## config.mk

```make
export PLATFORM = sky130hd
export DESIGN_NAME = nib_byte_fetch
export DESIGN_NICKNAME = d
export VERILOG_FILES = /design/src/rtl/nbf_pkg.sv /design/src/rtl/nbf_ctrl.sv /design/src/rtl/nbf_dpath.sv /design/src/rtl/nib_byte_fetch.sv
export SDC_FILE = /design/constraint.sdc
export NUM_CORES = 1
export LEC_CHECK = 0
export BUFFER_PORTS_ARGS = -buffer_cell sky130_fd_sc_hd__clkbuf_2
export CAP_MARGIN = 10
export CORE_UTILIZATION = 38
export CTS_BUF_LIST = sky130_fd_sc_hd__clkbuf_16
export CTS_CLUSTER_DIAMETER = 150
export CTS_CLUSTER_SIZE = 12
export DETAILED_ROUTE_END_ITERATION = 12
export GPL_TIMING_DRIVEN = 0
export PLACE_DENSITY_LB_ADDON = 0.05
export SYNTH_ARGS = -nofsm -noshare
export SYNTH_HDL_FRONTEND = slang
export SYNTH_SLANG_ARGS = --single-unit
```

## constraint.sdc

```tcl
create_clock -name clk -period 5.4 [get_ports clk]
set_input_delay 0 -clock clk [delete_from_list [all_inputs] [get_ports clk]]
set_output_delay 0 -clock clk [all_outputs]
set_load 0.03 [all_outputs]
```

## src/rtl/nbf_pkg.sv

```systemverilog
`timescale 1ns/1ps
package nbf_pkg;

  localparam int PH_W = 3;

  // Phase numbers where the strobe schedule changes.
  localparam logic [PH_W-1:0] PH_RAS_FALL = 3'd1;
  localparam logic [PH_W-1:0] PH_COL0     = 3'd2;
  localparam logic [PH_W-1:0] PH_CAS0     = 3'd3;
  localparam logic [PH_W-1:0] PH_CAP0     = 3'd4;
  localparam logic [PH_W-1:0] PH_COL1     = 3'd5;
  localparam logic [PH_W-1:0] PH_CAS1     = 3'd6;
  localparam logic [PH_W-1:0] PH_CAP1     = 3'd7;

  typedef enum logic [1:0] {
    SEL_ROW  = 2'd0,
    SEL_COL0 = 2'd1,
    SEL_COL1 = 2'd2
  } addrSel_e;

  // Strobes from control to datapath.
  typedef struct packed {
    logic     holdLd;    // park the incoming address
    logic     loadNew;   // slot opens with the incoming address
    logic     loadHeld;  // slot opens with the parked address
    addrSel_e sel;       // bus source for this phase
    logic     capLo;     // sample first nibble at end of this cycle
    logic     capHi;     // sample second nibble and publish byte
  } ctlStrb_t;

  function automatic logic rasLow(input logic [PH_W-1:0] ph);
    return ph >= PH_RAS_FALL;
  endfunction

  function automatic logic casLow(input logic [PH_W-1:0] ph);
    return (ph == PH_CAS0) || (ph == PH_CAP0) || (ph == PH_CAS1) || (ph == PH_CAP1);
  endfunction

  function automatic addrSel_e selFor(input logic [PH_W-1:0] ph);
    if (ph < PH_COL0)      return SEL_ROW;
    else if (ph < PH_COL1) return SEL_COL0;
    else                   return SEL_COL1;
  endfunction

endpackage

```

## src/rtl/nbf_ctrl.sv

```systemverilog
`timescale 1ns/1ps
module nbf_ctrl
  import nbf_pkg::*;
(
  input  logic     clk,
  input  logic     rstN,
  input  logic     reqValid,
  output logic     rasN,
  output logic     casN,
  output ctlStrb_t ctl
);

  logic [PH_W-1:0] ph;
  logic [PH_W-1:0] nxtPh;
  logic            busy;
  logic            busyNext;
  logic            pending;
  logic            slotStart;
  addrSel_e        selQ;
  logic            capLoQ;
  logic            capHiQ;

  always_comb begin
    nxtPh     = ph + 1'b1;
    slotStart = (nxtPh == '0) && (reqValid || pending);
    busyNext  = (nxtPh == '0) ? slotStart : busy;
  end

  // Strobes are registered from the phase about to begin so that they
  // switch cleanly on the edge that opens each phase.
  always_ff @(posedge clk or negedge rstN) begin
    if (!rstN) begin
      ph      <= '0;
      busy    <= 1'b0;
      pending <= 1'b0;
      rasN    <= 1'b1;
      casN    <= 1'b1;
      selQ    <= SEL_ROW;
      capLoQ  <= 1'b0;
      capHiQ  <= 1'b0;
    end else begin
      ph   <= nxtPh;
      busy <= busyNext;
      if (slotStart)     pending <= 1'b0;
      else if (reqValid) pending <= 1'b1;
      rasN   <= !(busyNext && rasLow(nxtPh));
      casN   <= !(busyNext && casLow(nxtPh));
      selQ   <= selFor(nxtPh);
      capLoQ <= busyNext && (nxtPh == PH_CAP0);
      capHiQ <= busyNext && (nxtPh == PH_CAP1);
    end
  end

  always_comb begin
    ctl.holdLd   = reqValid && !slotStart;
    ctl.loadNew  = slotStart && reqValid;
    ctl.loadHeld = slotStart && !reqValid;
    ctl.sel      = selQ;
    ctl.capLo    = capLoQ;
    ctl.capHi    = capHiQ;
  end

endmodule

```

## src/rtl/nbf_dpath.sv

```systemverilog
`timescale 1ns/1ps
module nbf_dpath
  import nbf_pkg::*;
#(
  parameter  int ROW_W  = 8,
  parameter  int COL_W  = 8,
  parameter  int NIB_W  = 4,
  localparam int ADDR_W = ROW_W + COL_W,
  localparam int DA_W   = (ROW_W > COL_W) ? ROW_W : COL_W
) (
  input  logic                clk,
  input  logic                rstN,
  input  ctlStrb_t            ctl,
  input  logic [ADDR_W-1:0]   reqAddr,
  input  logic [NIB_W-1:0]    dramData,
  output logic [DA_W-1:0]     dramAddr,
  output logic                byteValid,
  output logic [2*NIB_W-1:0]  byteData
);

  // Bit 0 of the byte address never reaches the RAM: the nibble-select
  // bit of the column is generated from the phase instead.
  logic                unusedLsb;
  logic [ADDR_W-1:1]   holdAddr;
  logic [ADDR_W-1:1]   curAddr;
  logic [NIB_W-1:0]    nibLo;
  logic [ROW_W-1:0]    rowPart;
  logic [COL_W-1:1]    colBase;

  assign unusedLsb = reqAddr[0];
  assign rowPart   = curAddr[ADDR_W-1 -: ROW_W];
  assign colBase   = curAddr[COL_W-1:1];

  always_ff @(posedge clk or negedge rstN) begin
    if (!rstN) begin
      holdAddr  <= '0;
      curAddr   <= '0;
      nibLo     <= '0;
      byteValid <= 1'b0;
      byteData  <= '0;
    end else begin
      if (ctl.holdLd)   holdAddr <= reqAddr[ADDR_W-1:1];
      if (ctl.loadNew)  curAddr  <= reqAddr[ADDR_W-1:1];
      if (ctl.loadHeld) curAddr  <= holdAddr;
      if (ctl.capLo)    nibLo    <= dramData;
      byteValid <= ctl.capHi;
      if (ctl.capHi)    byteData <= {dramData, nibLo};
    end
  end

  always_comb begin
    unique case (ctl.sel)
      SEL_COL0: dramAddr = DA_W'({colBase, 1'b0});
      SEL_COL1: dramAddr = DA_W'({colBase, 1'b1});
      default:  dramAddr = DA_W'(rowPart);
    endcase
  end

endmodule

```

## src/rtl/nib_byte_fetch.sv

```systemverilog
`timescale 1ns/1ps
module nib_byte_fetch
  import nbf_pkg::*;
#(
  parameter  int ROW_W  = 8,
  parameter  int COL_W  = 8,
  parameter  int NIB_W  = 4,
  localparam int ADDR_W = ROW_W + COL_W,
  localparam int DA_W   = (ROW_W > COL_W) ? ROW_W : COL_W,
  localparam int BYTE_W = 2 * NIB_W
) (
  input  logic              clk,
  input  logic              rstN,
  input  logic              reqValid,
  input  logic [ADDR_W-1:0] reqAddr,
  output logic              dramRasN,
  output logic              dramCasN,
  output logic [DA_W-1:0]   dramAddr,
  input  logic [NIB_W-1:0]  dramData,
  output logic              byteValid,
  output logic [BYTE_W-1:0] byteData
);

  ctlStrb_t ctl;

  nbf_ctrl ctrl_i (
    .clk      (clk),
    .rstN     (rstN),
    .reqValid (reqValid),
    .rasN     (dramRasN),
    .casN     (dramCasN),
    .ctl      (ctl)
  );

  nbf_dpath #(
    .ROW_W (ROW_W),
    .COL_W (COL_W),
    .NIB_W (NIB_W)
  ) dpath_i (
    .clk       (clk),
    .rstN      (rstN),
    .ctl       (ctl),
    .reqAddr   (reqAddr),
    .dramData  (dramData),
    .dramAddr  (dramAddr),
    .byteValid (byteValid),
    .byteData  (byteData)
  );

endmodule

```

Word-level counts from Yosys, hierarchy flattened

Index checks and enable logic that the tools add are counted.

Logic and storage cells: 50
Bits in registers: 54
Input bits: 23
Output and inout bits: 19

Equality and inequality tests: 6
Reductions and logical operators: 19
$lt $le $gt $ge: 3
Add/subtract/negate cells: 1
Muxes and demuxes: 8

Operators with widths:

| cell                | number |
|---|---|
| $mux 15             | 2 |
| $pmux 8 s2          | 1 |
| $eq 3x3->1 const B  | 3 |
| $logic_and 1x1->1   | 8 |
| $logic_not 1->1     | 4 |
| $logic_or 1x1->1    | 4 |
| $mux 2              | 2 |
| $reduce_bool 2->1   | 2 |
| $add 3x1->3 const B | 1 |
| $eq 3x2->1 const B  | 1 |
| $ge 3x1->1 const B  | 1 |
| $logic_not 3->1     | 1 |
| $lt 3x2->1 const B  | 1 |
| $lt 3x3->1 const B  | 1 |
| $mux 1              | 3 |
| $eq 2x1->1 const B  | 1 |
| $eq 2x2->1 const B  | 1 |

Longest topological paths before layout

Word-level depth: 7
Depth in mapped cells: 7

Cells and area by module

From an unflattened synthesis, not the netlist that was laid out.

Cell total of the unflattened synthesis: 193
Area total of the unflattened synthesis: 2434.8 sq um

By module, submodules not included:

| module    | times used | area an instance (sq um) | cells an instance | sequential area each (sq um) |
|---|---|---|---|---|
| nbf_dpath | 1          | 1923.1                   | 150               | 1076.0 |
| nbf_ctrl  | 1          | 511.7                    | 43                | 277.8 |

Least setup slack after synthesis

No wires, ideal clock.

Kind: flip-flop to flip-flop
Start: register ctrl_i.ph[0]
End: register dpath_i.holdAddr[10] in the netlist's numbering
Path buffers: 2
Cell stages (with the launch flop): 8
Arrival time: 1.639 ns
Slack: 3.636 ns
Cells stage by stage: dfrtp_1 -> ha_1 -> xnor2_2 -> nand2_2 -> and2_4 -> buf_6 -> buf_12 -> mux2_4

Cells in the longest elaborated chain, start to end: 5

Ends and longest elaborated chain:

| what                   | RTL line        | text |
|---|---|---|
| start, declared        | nbf_ctrl.sv:13  | `logic [PH_W-1:0] ph;` |
| start signal, assigned | nbf_ctrl.sv:42  | `ph <= nxtPh;` |
| $add 3x1->3            | nbf_ctrl.sv:24  | `nxtPh = ph + 1'b1;` |
| $logic_not 3->1        | nbf_ctrl.sv:25  | `slotStart = (nxtPh == '0) && (reqValid \|\| pending);` |
| $logic_and 1x1->1      | nbf_ctrl.sv:25  |  |
| $logic_not 1->1        | nbf_ctrl.sv:55  | `ctl.holdLd = reqValid && !slotStart;` |
| $logic_and 1x1->1      | nbf_ctrl.sv:55  |  |
| end signal, assigned   | nbf_dpath.sv:42 | `if (ctl.holdLd) holdAddr <= reqAddr[ADDR_W-1:1];` |
| end, declared          | nbf_dpath.sv:24 | `logic [ADDR_W-1:1] holdAddr;` |

No other way between the ends.
A chain may end at the register's enable or synchronous reset.

Worst setup path after layout

Start: register ctrl_i.selQ[0]
End: output dramAddr[1]

Cells in the longest elaborated chain, start to end: 2
Elaborated cells between the ends (all ways): 3
Classes of those cells: eq/ne (2); mux (1)

Ends and longest elaborated chain:

| what                                     | RTL line             | text |
|---|---|---|
| start, declared                          | nbf_ctrl.sv:19       | `addrSel_e selQ;` |
| start signal, assigned                   | nbf_ctrl.sv:48       | `selQ <= selFor(nxtPh);` |
| $eq 2x2->1 or $eq 2x1->1 (tied branches) | nbf_dpath.sv:52      | `unique case (ctl.sel)` |
| $pmux 8 s2 (*)                           | nbf_dpath.sv:52      |  |
| end, declared                            | nib_byte_fetch.sv:18 | `output logic [DA_W-1:0] dramAddr,` |

Mark *: on every way between the ends. The rest lies on a longest branch, timed or not.

==> results.sh <==
export IMPL_cts_setup_buffers=0
export IMPL_finalHoldViolCount=0
export IMPL_cp_depth=6
export IMPL_finalSetupTns_ns=0
export IMPL_cp_max_fo=10
export IMPL_cp_cell_sequence="inv_1 > ha_1 > clkbuf_1 > nand2_1 > o21ai_0 > clkbuf_2"
export IMPL_core_area_sq_mm=0.00596
export IMPL_pre_cts_ws_ns=3.53
export IMPL_cts_buffer_depth=2
export IMPL_start_kind="register"
export IMPL_start_util=0.398
export IMPL_p_leak_nw=1.47
export IMPL_grt_pass1_vias=1605
export IMPL_path_clk_slew_ns=0.07
export IMPL_power_density_mw_per_mm2=300
export IMPL_drc=0
export IMPL_vdd_ir_drop_max_mv=0.163
export IMPL_yosys_register_bits=54
export IMPL_hpwl_mm=3.18
export IMPL_gp_congestion=0.788
export IMPL_slowest_delay_ns=0.36
export IMPL_status="completed"
export IMPL_cp_arrival_ns=1.88
export IMPL_synth_fp_nets=219
export IMPL_num_antenna_cells=0
export IMPL_drt_initial_drc_count=60
export IMPL_final_cell_mix="dfrtp_1 (52), clkbuf_2 (39), dlygate4sd3_1 (20)"
export IMPL_crit_path_end_kind="primary output"
export IMPL_viasPerCell=4.65
export IMPL_first_pass_iters=4
export IMPL_numClockSinks=54
export IMPL_routed_wirelength_mm=4.41
export IMPL_hp_class="in -> async"
export IMPL_tightest_slew_ns=0.446
export IMPL_postRouteAntennaNets=0
export IMPL_ys_types=26
export IMPL_cts_buffers=5
export IMPL_fin_ws_ns=3.52
export IMPL_cts_tree="yes"
export IMPL_max_cap_viol_count=0
export IMPL_placed_cell_area_sq_mm=0.00268
export IMPL_ys_seq_area_frac=0.572
export IMPL_grt_max_degree=39
export IMPL_crit_type="reg -> out"
export IMPL_cts_max_level=2
export IMPL_chipWidth_microns=81.0
export IMPL_syn_inst=190
export IMPL_rsz0062_at_grt="false"
export IMPL_syn_to_final_growth_pct=28.5
export IMPL_drv_slew=0
export IMPL_antenna_found_initial=0
export IMPL_grt_ovfl_total=0
export IMPL_vias=1548
export IMPL_fin_crit_sh=0.347
export IMPL_port_buffers=39
export IMPL_crit_path_top_delay_cell="ha_1"
export IMPL_cts_root_buf="clkbuf_16"
export IMPL_layout_drive_gt1_share=0.353
export IMPL_crit_family="buffers and inverters"
export IMPL_die_h_microns=81.0
export IMPL_post_cts_resized=0
export IMPL_track_usage=0.150
export IMPL_io_pins=42
export IMPL_grt_pass1_wl_mm=7.34
export IMPL_cp_required_ns=5.40
export IMPL_rr_worst_depth=7
export IMPL_holdWs_ns=0.195
export IMPL_fmax_mhz=533
export IMPL_syn_area_sq_mm=0.00237
export IMPL_design_area_sq_mm=0.00304
export IMPL_finalSetupViolCount=0
export IMPL_power_uw=914
export IMPL_synth_warning_count=0
export IMPL_mostFrequentLayoutCell="dfrtp_1"
export IMPL_wl_per_cell_microns=13.2
export IMPL_finalClockSkew_ns=0.00508
export IMPL_insertion_delay_ns=0.29
export IMPL_relSlewSlack=0.702
export IMPL_syn_area_per_cell_sq_um=12.5
export IMPL_rows=28
export IMPL_finish_net_count=286
export IMPL_dieArea_sq_mm=0.00655
export IMPL_path_buf_inv=3
export IMPL_layout_min_cycle_time_ns=1.88
[final timing paths]
path | startpoint | end | slack, ns
min in group clk | reqValid | dpath_i.curAddr[6] | 0.21
worst min register to register | ctrl_i.capHiQ | dpath_i.byteValid | 0.38
worst max-delay path | ctrl_i.selQ[0] | dramAddr[1] | 3.52
worst max register to register | ctrl_i.ph[0] | dpath_i.holdAddr[13] | 3.53
worst min-delay path | rstN | dpath_i.byteData[6] | 0.19
max in group asynchronous | rstN | ctrl_i.casN | 4.61
[where the power goes]
group	switching, mW	total, mW	internal, mW	leakage, nW
combinational	0.0600	0.118	0.0576	0.748
clock	0.132	0.349	0.217	0.0836
sequential	0.0151	0.448	0.433	0.640
[state kept, by name (all words and copies together), names as in the netlist, 2 cells and up]
name              count
ctrl_i.ph             3
dpath_i.holdAddr     15
dpath_i.curAddr      15
ctrl_i.selQ           2
dpath_i.nibLo         4
dpath_i.byteData      8
[metal layers]
layer / routed length [microns] / part of all wire / global-route usage / vias up
li1: - / - / - / 773
met1: 2130 / 0.48 / 0.195 / 742
met2: 2070 / 0.47 / 0.243 / 27
met3: 145 / 0.033 / 0.0416 / 6
met4: 59 / 0.013 / 0.0482 / 0
met5: 0 / 0 / 0 / -
[final cells by class]
class	instances	area, sq um
inverters	6	22.5
plain buffers	10	67.6
flip-flops and latches	54	1350
clock inverters	3	40.0
repair buffers	60	415
clock buffers	5	125
fillers	550	2910
well taps	75	93.8
multi-input cells	120	925
[worst register-to-register path, delay by kind of cell, from the launching register on]
kind / cells / cell delay (ns)
buf+inv: 2 / 0.28
mux: 1 / 0.30
xor+xnor: 1 / 0.23
simple gates: 2 / 0.26
flops: 1 / 0.44
fa+ha+maj: 1 / 0.25
[repair_timing]
action,CTS,global route
setup endpoints to repair,0,0
endpoints found under the hold margin,39,0
hold buffers,20,0
[synthesized netlist by cell type]
cell / instances / share of area
mux2_4: 10 / 0.063
and3_1: 1 / 0.0026
o21a_1: 2 / 0.0063
o211ai_1: 1 / 0.0032
ha_1: 6 / 0.032
dfrtp_1: 52 / 0.55
nor2_1: 17 / 0.027
a21o_2: 1 / 0.0037
clkbuf_1: 3 / 0.0048
and2_1: 1 / 0.0026
o21ai_0: 9 / 0.019
mux2i_1: 15 / 0.063
or2_2: 1 / 0.0026
a21oi_1: 16 / 0.034
nor2_2: 1 / 0.0026
nand2_1: 17 / 0.027
inv_1: 6 / 0.0095
xnor2_2: 1 / 0.0069
mux2_2: 18 / 0.086
nand2b_1: 1 / 0.0026
buf_6: 1 / 0.0048
dfstp_2: 2 / 0.022
buf_12: 1 / 0.0085
and2_4: 1 / 0.0037
buf_2: 5 / 0.011
nand2_2: 1 / 0.0026
[cell families (layout without fill, tap and decap cells)]
group | Yosys count | in the layout | synth area share
xor+xnor | 1 | 1 | 0.00687
fa+ha+maj | 6 | 6 | 0.0317
compound gates | 29 | 29 | 0.0660
mux | 43 | 43 | 0.212
simple gates | 41 | 41 | 0.0734
flops | 54 | 54 | 0.572
buf+inv | 16 | 84 | 0.0380
[stage by stage]
stage | utilization | std cells
floorplan | - | 190
global placement | 0.446 | 304
detailed placement | 0.450 | 305
CTS | 0.511 | 333
global route | 0.511 | 333
finish | 0.511 | 333
No activity file was read; power rests on OpenSTA's default activity.
